File: src/rtl/ilv_pkg.sv
// Shared definitions for the interleaved block reader.
// Assumes nothing beyond a 32-bit address view for the content pattern.
package ilv_pkg;

    localparam logic [31:0] PAT_MUL = 32'h9E3779B1;

    // Fixed content of memory word at address a (the modules are read-only models).
    function automatic logic [31:0] word_pattern(input logic [31:0] a);
        return a * PAT_MUL;
    endfunction

endpackage

File: src/rtl/ilv_bank.sv
// One memory module model: address buffer register, data buffer register and
// an access-time countdown. A load starts the first fetch (T_FIRST cycles);
// reading the data buffer starts the next fetch (T_NEXT cycles, the read cycle
// included) until WPM words have been delivered.
// Assumes T_NEXT >= 2, and that ld_i and rd_i are never high together.
module ilv_bank #(
    parameter int ADDR_W   = 16,
    parameter int DATA_W   = 32,
    parameter int NUM_MODS = 4,
    parameter int MOD_ID   = 0,
    parameter int WPM      = 2,
    parameter int T_FIRST  = 6,
    parameter int T_NEXT   = 4
) (
    input  logic                                  clk,
    input  logic                                  rst_n,
    input  logic                                  ld_i,
    input  logic [ADDR_W-$clog2(NUM_MODS)-1:0]    ld_addr_i,
    input  logic                                  rd_i,
    output logic                                  full_o,
    output logic [DATA_W-1:0]                     dbr_o
);
    import ilv_pkg::*;

    localparam int K      = $clog2(NUM_MODS);
    localparam int IN_W   = ADDR_W - K;
    localparam int TMAX   = (T_FIRST > T_NEXT) ? T_FIRST : T_NEXT;
    localparam int CNT_W  = $clog2(TMAX + 1);
    localparam int LEFT_W = $clog2(WPM + 1);

    logic [IN_W-1:0]   abr;
    logic [CNT_W-1:0]  cnt;
    logic [LEFT_W-1:0] left;
    logic              fetching;
    logic [ADDR_W-1:0] full_addr;

    // Rebuild the memory-wide address of the word held in the address buffer.
    assign full_addr = (ADDR_W'(abr) << K) | ADDR_W'(MOD_ID);

    // Address load, overlapped next-word fetch and access-time countdown.
    always_ff @(posedge clk) begin
        if (!rst_n) begin
            abr      <= '0;
            cnt      <= '0;
            left     <= '0;
            fetching <= 1'b0;
            full_o   <= 1'b0;
            dbr_o    <= '0;
        end else if (ld_i) begin
            abr      <= ld_addr_i;
            cnt      <= CNT_W'(T_FIRST);
            left     <= LEFT_W'(WPM - 1);
            fetching <= 1'b1;
            full_o   <= 1'b0;
        end else if (rd_i) begin
            full_o <= 1'b0;
            if (left != '0) begin
                abr      <= abr + IN_W'(1);
                cnt      <= CNT_W'(T_NEXT - 1);
                left     <= left - LEFT_W'(1);
                fetching <= 1'b1;
            end
        end else if (fetching) begin
            if (cnt == CNT_W'(1)) begin
                dbr_o    <= DATA_W'(word_pattern(32'(full_addr)));
                full_o   <= 1'b1;
                fetching <= 1'b0;
            end else begin
                cnt <= cnt - CNT_W'(1);
            end
        end
    end

endmodule

File: src/rtl/ilv_issue.sv
// Address issue sequencer: after a start, drives one module load per cycle on
// the shared bus, module 0 first, each with the block's in-module address.
// Assumes start_i arrives only while the controller is idle.
module ilv_issue #(
    parameter int ADDR_W   = 16,
    parameter int NUM_MODS = 4
) (
    input  logic                                clk,
    input  logic                                rst_n,
    input  logic                                start_i,
    input  logic [ADDR_W-1:0]                   base_i,
    output logic [NUM_MODS-1:0]                 ld_o,
    output logic [ADDR_W-$clog2(NUM_MODS)-1:0]  ld_addr_o
);
    localparam int K     = $clog2(NUM_MODS);
    localparam int IN_W  = ADDR_W - K;
    localparam int IDX_W = (K > 0) ? K : 1;

    logic             on;
    logic [IDX_W-1:0] idx;
    logic [IN_W-1:0]  blk;

    // Walk the module index once per start.
    always_ff @(posedge clk) begin
        if (!rst_n) begin
            on  <= 1'b0;
            idx <= '0;
            blk <= '0;
        end else if (start_i) begin
            on  <= 1'b1;
            idx <= '0;
            blk <= IN_W'(base_i >> K);
        end else if (on) begin
            if (idx == IDX_W'(NUM_MODS - 1)) on <= 1'b0;
            else                             idx <= idx + IDX_W'(1);
        end
    end

    // Decode the current index into a single module load strobe.
    for (genvar m = 0; m < NUM_MODS; m++) begin : g_ld
        assign ld_o[m] = on && (idx == IDX_W'(m));
    end

    assign ld_addr_o = blk;

endmodule

File: src/rtl/ilv_collect.sv
// Data collector: reads the data buffers in ascending word order, one read per
// cycle when the bus is free and the owning module's buffer is full, and
// registers each word onto the output stream.
// Assumes NUM_MODS is a power of two dividing WORDS.
module ilv_collect #(
    parameter int DATA_W   = 32,
    parameter int NUM_MODS = 4,
    parameter int WORDS    = 8
) (
    input  logic                              clk,
    input  logic                              rst_n,
    input  logic                              start_i,
    input  logic                              bus_busy_i,
    input  logic [NUM_MODS-1:0]               full_i,
    input  logic [NUM_MODS-1:0][DATA_W-1:0]   dbr_i,
    output logic [NUM_MODS-1:0]               rd_o,
    output logic                              busy_o,
    output logic                              word_valid_o,
    output logic [$clog2(WORDS)-1:0]          word_idx_o,
    output logic [DATA_W-1:0]                 word_data_o,
    output logic                              done_o
);
    localparam int K     = $clog2(NUM_MODS);
    localparam int SEL_W = (K > 0) ? K : 1;
    localparam int OFF_W = $clog2(WORDS);

    logic             active;
    logic [OFF_W-1:0] rd_idx;
    logic [SEL_W-1:0] sel;
    logic             rd_go;
    logic             last;

    assign sel   = SEL_W'(32'(rd_idx) % NUM_MODS);
    assign rd_go = active && !bus_busy_i && full_i[sel];
    assign last  = (rd_idx == OFF_W'(WORDS - 1));

    // Route the single read strobe to the module owning the next word.
    for (genvar m = 0; m < NUM_MODS; m++) begin : g_rd
        assign rd_o[m] = rd_go && (sel == SEL_W'(m));
    end

    // Track progress through the block and register the output stream.
    always_ff @(posedge clk) begin
        if (!rst_n) begin
            active       <= 1'b0;
            rd_idx       <= '0;
            word_valid_o <= 1'b0;
            word_idx_o   <= '0;
            word_data_o  <= '0;
            done_o       <= 1'b0;
        end else begin
            word_valid_o <= rd_go;
            done_o       <= rd_go && last;
            if (start_i) begin
                active <= 1'b1;
                rd_idx <= '0;
            end else if (rd_go) begin
                word_idx_o  <= rd_idx;
                word_data_o <= dbr_i[sel];
                rd_idx      <= rd_idx + OFF_W'(1);
                if (last) active <= 1'b0;
            end
        end
    end

    assign busy_o = active;

endmodule

File: src/rtl/ilv_block_reader.sv
// Top of the interleaved block reader: takes a block request when idle,
// aligns it, issues module addresses over the shared bus, then collects the
// words in order. Issue has the bus before any data read.
// Assumes NUM_MODS is a power of two dividing BLOCK_WORDS, and T_NEXT >= 2.
module ilv_block_reader #(
    parameter int ADDR_W      = 16,
    parameter int DATA_W      = 32,
    parameter int NUM_MODS    = 4,
    parameter int BLOCK_WORDS = 8,
    parameter int T_FIRST     = 6,
    parameter int T_NEXT      = 4
) (
    input  logic                            clk,
    input  logic                            rst_n,
    input  logic                            req_valid,
    input  logic [ADDR_W-1:0]               req_addr,
    output logic                            word_valid,
    output logic [$clog2(BLOCK_WORDS)-1:0]  word_idx,
    output logic [DATA_W-1:0]               word_data,
    output logic                            blk_done
);
    localparam int K     = $clog2(NUM_MODS);
    localparam int IN_W  = ADDR_W - K;
    localparam int WPM   = BLOCK_WORDS / NUM_MODS;

    logic                            accept;
    logic                            coll_busy;
    logic [ADDR_W-1:0]               aligned;
    logic [NUM_MODS-1:0]             bank_ld;
    logic [NUM_MODS-1:0]             bank_rd;
    logic [NUM_MODS-1:0]             bank_full;
    logic [NUM_MODS-1:0][DATA_W-1:0] bank_dbr;
    logic [IN_W-1:0]                 blk_addr;

    assign aligned = req_addr & ~ADDR_W'(BLOCK_WORDS - 1);
    assign accept  = req_valid && !coll_busy;

    ilv_issue #(
        .ADDR_W   (ADDR_W),
        .NUM_MODS (NUM_MODS)
    ) u_issue (
        .clk       (clk),
        .rst_n     (rst_n),
        .start_i   (accept),
        .base_i    (aligned),
        .ld_o      (bank_ld),
        .ld_addr_o (blk_addr)
    );

    for (genvar m = 0; m < NUM_MODS; m++) begin : g_bank
        ilv_bank #(
            .ADDR_W   (ADDR_W),
            .DATA_W   (DATA_W),
            .NUM_MODS (NUM_MODS),
            .MOD_ID   (m),
            .WPM      (WPM),
            .T_FIRST  (T_FIRST),
            .T_NEXT   (T_NEXT)
        ) u_bank (
            .clk       (clk),
            .rst_n     (rst_n),
            .ld_i      (bank_ld[m]),
            .ld_addr_i (blk_addr),
            .rd_i      (bank_rd[m]),
            .full_o    (bank_full[m]),
            .dbr_o     (bank_dbr[m])
        );
    end

    ilv_collect #(
        .DATA_W   (DATA_W),
        .NUM_MODS (NUM_MODS),
        .WORDS    (BLOCK_WORDS)
    ) u_collect (
        .clk          (clk),
        .rst_n        (rst_n),
        .start_i      (accept),
        .bus_busy_i   (|bank_ld),
        .full_i       (bank_full),
        .dbr_i        (bank_dbr),
        .rd_o         (bank_rd),
        .busy_o       (coll_busy),
        .word_valid_o (word_valid),
        .word_idx_o   (word_idx),
        .word_data_o  (word_data),
        .done_o       (blk_done)
    );

endmodule

File: config.mk
export PLATFORM = sky130hd
export DESIGN_NAME = ilv_block_reader
export DESIGN_NICKNAME = d
export VERILOG_FILES = /design/src/rtl/ilv_pkg.sv /design/src/rtl/ilv_bank.sv /design/src/rtl/ilv_issue.sv /design/src/rtl/ilv_collect.sv /design/src/rtl/ilv_block_reader.sv
export SDC_FILE = /design/constraint.sdc
export NUM_CORES = 2
export LEC_CHECK = 0
export BUFFER_PORTS_ARGS = -buffer_cell sky130_fd_sc_hd__buf_2
export CORE_ASPECT_RATIO = 1.4
export CORE_MARGIN = 2
export CORE_UTILIZATION = 66
export CTS_CLUSTER_DIAMETER = 200
export DETAILED_ROUTE_END_ITERATION = 16
export GPL_TIMING_DRIVEN = 0
export PLACE_DENSITY = 0.91
export SKIP_CTS_REPAIR_TIMING = 1
export SYNTH_ARGS = -nofsm -noshare
export SYNTH_HDL_FRONTEND = slang
export SYNTH_HIERARCHICAL = 1
export SYNTH_SLANG_ARGS = --single-unit
File: constraint.sdc
create_clock -name clk -period 8 [get_ports clk]
set_input_delay 2 -clock clk [delete_from_list [all_inputs] [get_ports clk]]
set_output_delay 2 -clock clk [all_outputs]
set_load 0.02 [all_outputs]
==> reports/qor.csv <==
metric;value;unit
status;finished clean;
FF/Latch Area;5310;sq um
vias per cell;6.01;
Reg power frac;43.6;%
Leakage Power;17.4;nW
TritonCTS buffer count;25;
Place WS;0.737;ns
crit start category;register;
DP HPWL;79.6;mm
skew final;0.0266;ns
Initial Util;66.6;%
total core area;50000;sq um
Required @ worst endpoint;8.50;ns
P&R area growth vs syn;5.81;%
clock latency on the worst-skew pair;0.56;ns
commonest non-fill, non-tap cell in the layout;inv_1;
all-layer global routing usage;38.0;%
H-tree levels;1;
die area;52300;sq um
DR DRC count;0;
slew margin rel.;37.5;%
GR Overflow Total;0;
Async SR Flop Fraction;0;%
Die Ht;270;microns
Port Buffers;52;
clock sinks;265;
vias after detailed routing;25900;
Crit Path Max Fanout;9;
Syn Inst Count;3561;
Peak supply drop;133;uV
Wirelength per Cell;22.5;microns
RSZ-0062 raised after global routing;no;
GPL Wtd Cong;1.07;
Yosys reg bits;265;
CTS tree;built;
cell area after synthesis;33300;sq um
distinct cell type count after synthesis;96;
drt first-iter violations;1872;
Root Buffer;clkbuf_16;
initial antenna violation count;6;
internal power;0.00223;W
CP Capture Type;register;
largest net degree at the start of global routing;21;
Slew @ Worst Pin;0.931;ns
register area share after synthesis;15.9;%
filler cell count;3654;
Post-synth EDFFs;0;
clock power share;39.3;%
Psw;0.000923;W
Routed Antenna Nets;0;
number of global-route vias before repair;27900;
Setup Crit Path Kind;reg -> reg;
Hold WC Path Type;reg -> reg;
final setup fails;0;
Final nets;4559;
ratio of cells with drive above 1 in the final layout;5.66;%
DIE WIDTH;194;microns
I/O pin total;56;
setup TNS;0;ns
Power Density;89.5;nW/um^2
Detailed Routing Iterations Pass 1;5;
Tcrit/Tclk final;93.0;%
final hold vios;0;
Final min period;7.44;ns
fmax;134;MHz
Most used DFF post-synth;dfxtp_1;
total detailed-routing wirelength;96.8;mm
Logic pwr share;17.1;%
average size of a mapped cell;9.35;sq um
Power, Total;0.00315;W
commonest cells after routing, fill and taps aside;inv_1 (760), fa_1 (479), ha_1 (420), dfxtp_1 (265), nand2_1 (226);
first-pass GRT wire length;152;mm
Sw Ratio;29.3;%
Max Cap Viol;0;
Row Count;97;
area of the multi-input gates;24600;sq um
Slew Limit Fails;0;
CP arrival;7.94;ns
clock-pin slew on the worst setup and hold paths;0.07;ns
worst path setup slack after routing;0.563;ns
clock tree buffer depth;3;
Ys Warns;6;
## sequential cells by signal (all words and copies together) (netlist names), 4 cells and up
signal                  flops
g_bank.u_bank/abr          56
g_bank.u_bank/cnt          12
g_bank.u_bank/full_o        4
g_bank.u_bank/left          8
g_bank.u_bank/fetching      4
g_bank.u_bank/dbr_o       123
u_collect/word_data_o      32
u_issue/ld_addr_o          14
## worst max-delay path, stage by stage (launching register included)
cell and delay (ns):
dfxtp_1 0.61, clkbuf_1 0.42, inv_1 0.32, ha_1 0.62
inv_1 0.23, ha_1 0.37, inv_1 0.07, fa_1 0.50
inv_1 0.06, fa_1 0.49, fa_1 0.54, inv_1 0.05
fa_1 0.47, inv_1 0.04, ha_1 0.33, and3_1 0.17
a221o_1 0.41, a2111oi_4 0.42, nor2_2 0.10, a221oi_2 0.46
o21ai_2 0.17, or4_1 0.42, nand3_1 0.09
## worst paths after layout
check	from	end	slack, ns	cells after the start
worst min-delay path	g_bank[3].u_bank/dbr_o[26]	g_bank[3].u_bank/dbr_o[26]	0.45	2
worst min register to register	g_bank[3].u_bank/dbr_o[26]	g_bank[3].u_bank/dbr_o[26]	0.45	2
worst max register to register	g_bank[3].u_bank/abr[0]	g_bank[3].u_bank/dbr_o[30]	0.56	22
worst max-delay path	g_bank[3].u_bank/abr[0]	g_bank[3].u_bank/dbr_o[30]	0.56	22
## per-stage QoR
step | instances | instance area (sq um) | utilization, % | hold slack (ns)
6_report | 4306 | 35200 | 70.5 | 0.451
5_1_grt | 4303 | 35200 | 70.4 | 0.474
4_1_cts | 4303 | 35200 | 70.4 | 0.451
3_5_place_dp | 4257 | 34400 | 68.7 | 0.441
3_3_place_gp | 4257 | 34400 | 68.7 | 0.437
2_1_floorplan | 3562 | 33300 | - | 0.420
## final cells by class
class | instances | share of cell area [%]
Multi-Input combinational cell | 2430 | 69.9
Sequential cell | 265 | 15.1
Inverter | 762 | 8.12
Tap cell | 643 | 2.28
Clock buffer | 30 | 1.94
Buffer | 105 | 1.44
Timing Repair Buffer | 52 | 0.739
Clock inverter | 16 | 0.494
Antenna cell | 3 | 0.0213
## synth_stat cells, types with 33 or more instances
master    number  area (sq um)
xnor2_1      135          1180
nor2_1       151           567
and2_1        74           463
a21oi_1      159           796
o21ai_0      140           701
xor2_1        55           482
clkbuf_1      67           251
ha_1         420          5260
mux4_2        33           743
nor3_1        33           165
a21o_1        37           278
fa_1         479          9590
dfxtp_1      265          5310
nand3_1       88           440
nand2_1      226           848
nand2b_1      33           206
inv_1        760          2850
## power by group through the flow
stage	Combinational [W]	Clock [W]	Sequential, W
global route	0.000600	0.00129	0.00137
global placement	0.000511	0	0.00140
finish	0.000541	0.00124	0.00137
detailed placement	0.000525	0	0.00140
CTS	0.000534	0.00124	0.00137
floorplan	0.000389	0	0.00138
## cells by family (layout without fill, tap and decap cells)
group / count (synthesis) / after routing / synth area share (%)
other cells: 4 / 8 / 0.0451
flops: 265 / 265 / 15.9
buf+inv: 867 / 965 / 10.1
fa+ha+maj: 899 / 899 / 44.6
compound gates: 561 / 561 / 10.9
mux: 55 / 55 / 2.91
xor+xnor: 191 / 191 / 5.07
simple gates: 719 / 719 / 10.5
## routing by layer
| metal | GRT usage (%) | wire length (microns) | part of all wire, % |
|---|---|---|---|
| met1 | 39.9 | 32200 | 33 |
| met2 | 65.1 | 47000 | 49 |
| met3 | 5.85 | 6170 | 6.4 |
| met4 | 35.7 | 11400 | 12 |
| met5 | 0 | 35 | 0.036 |
Note: power is estimated with default switching activity, not from simulation.
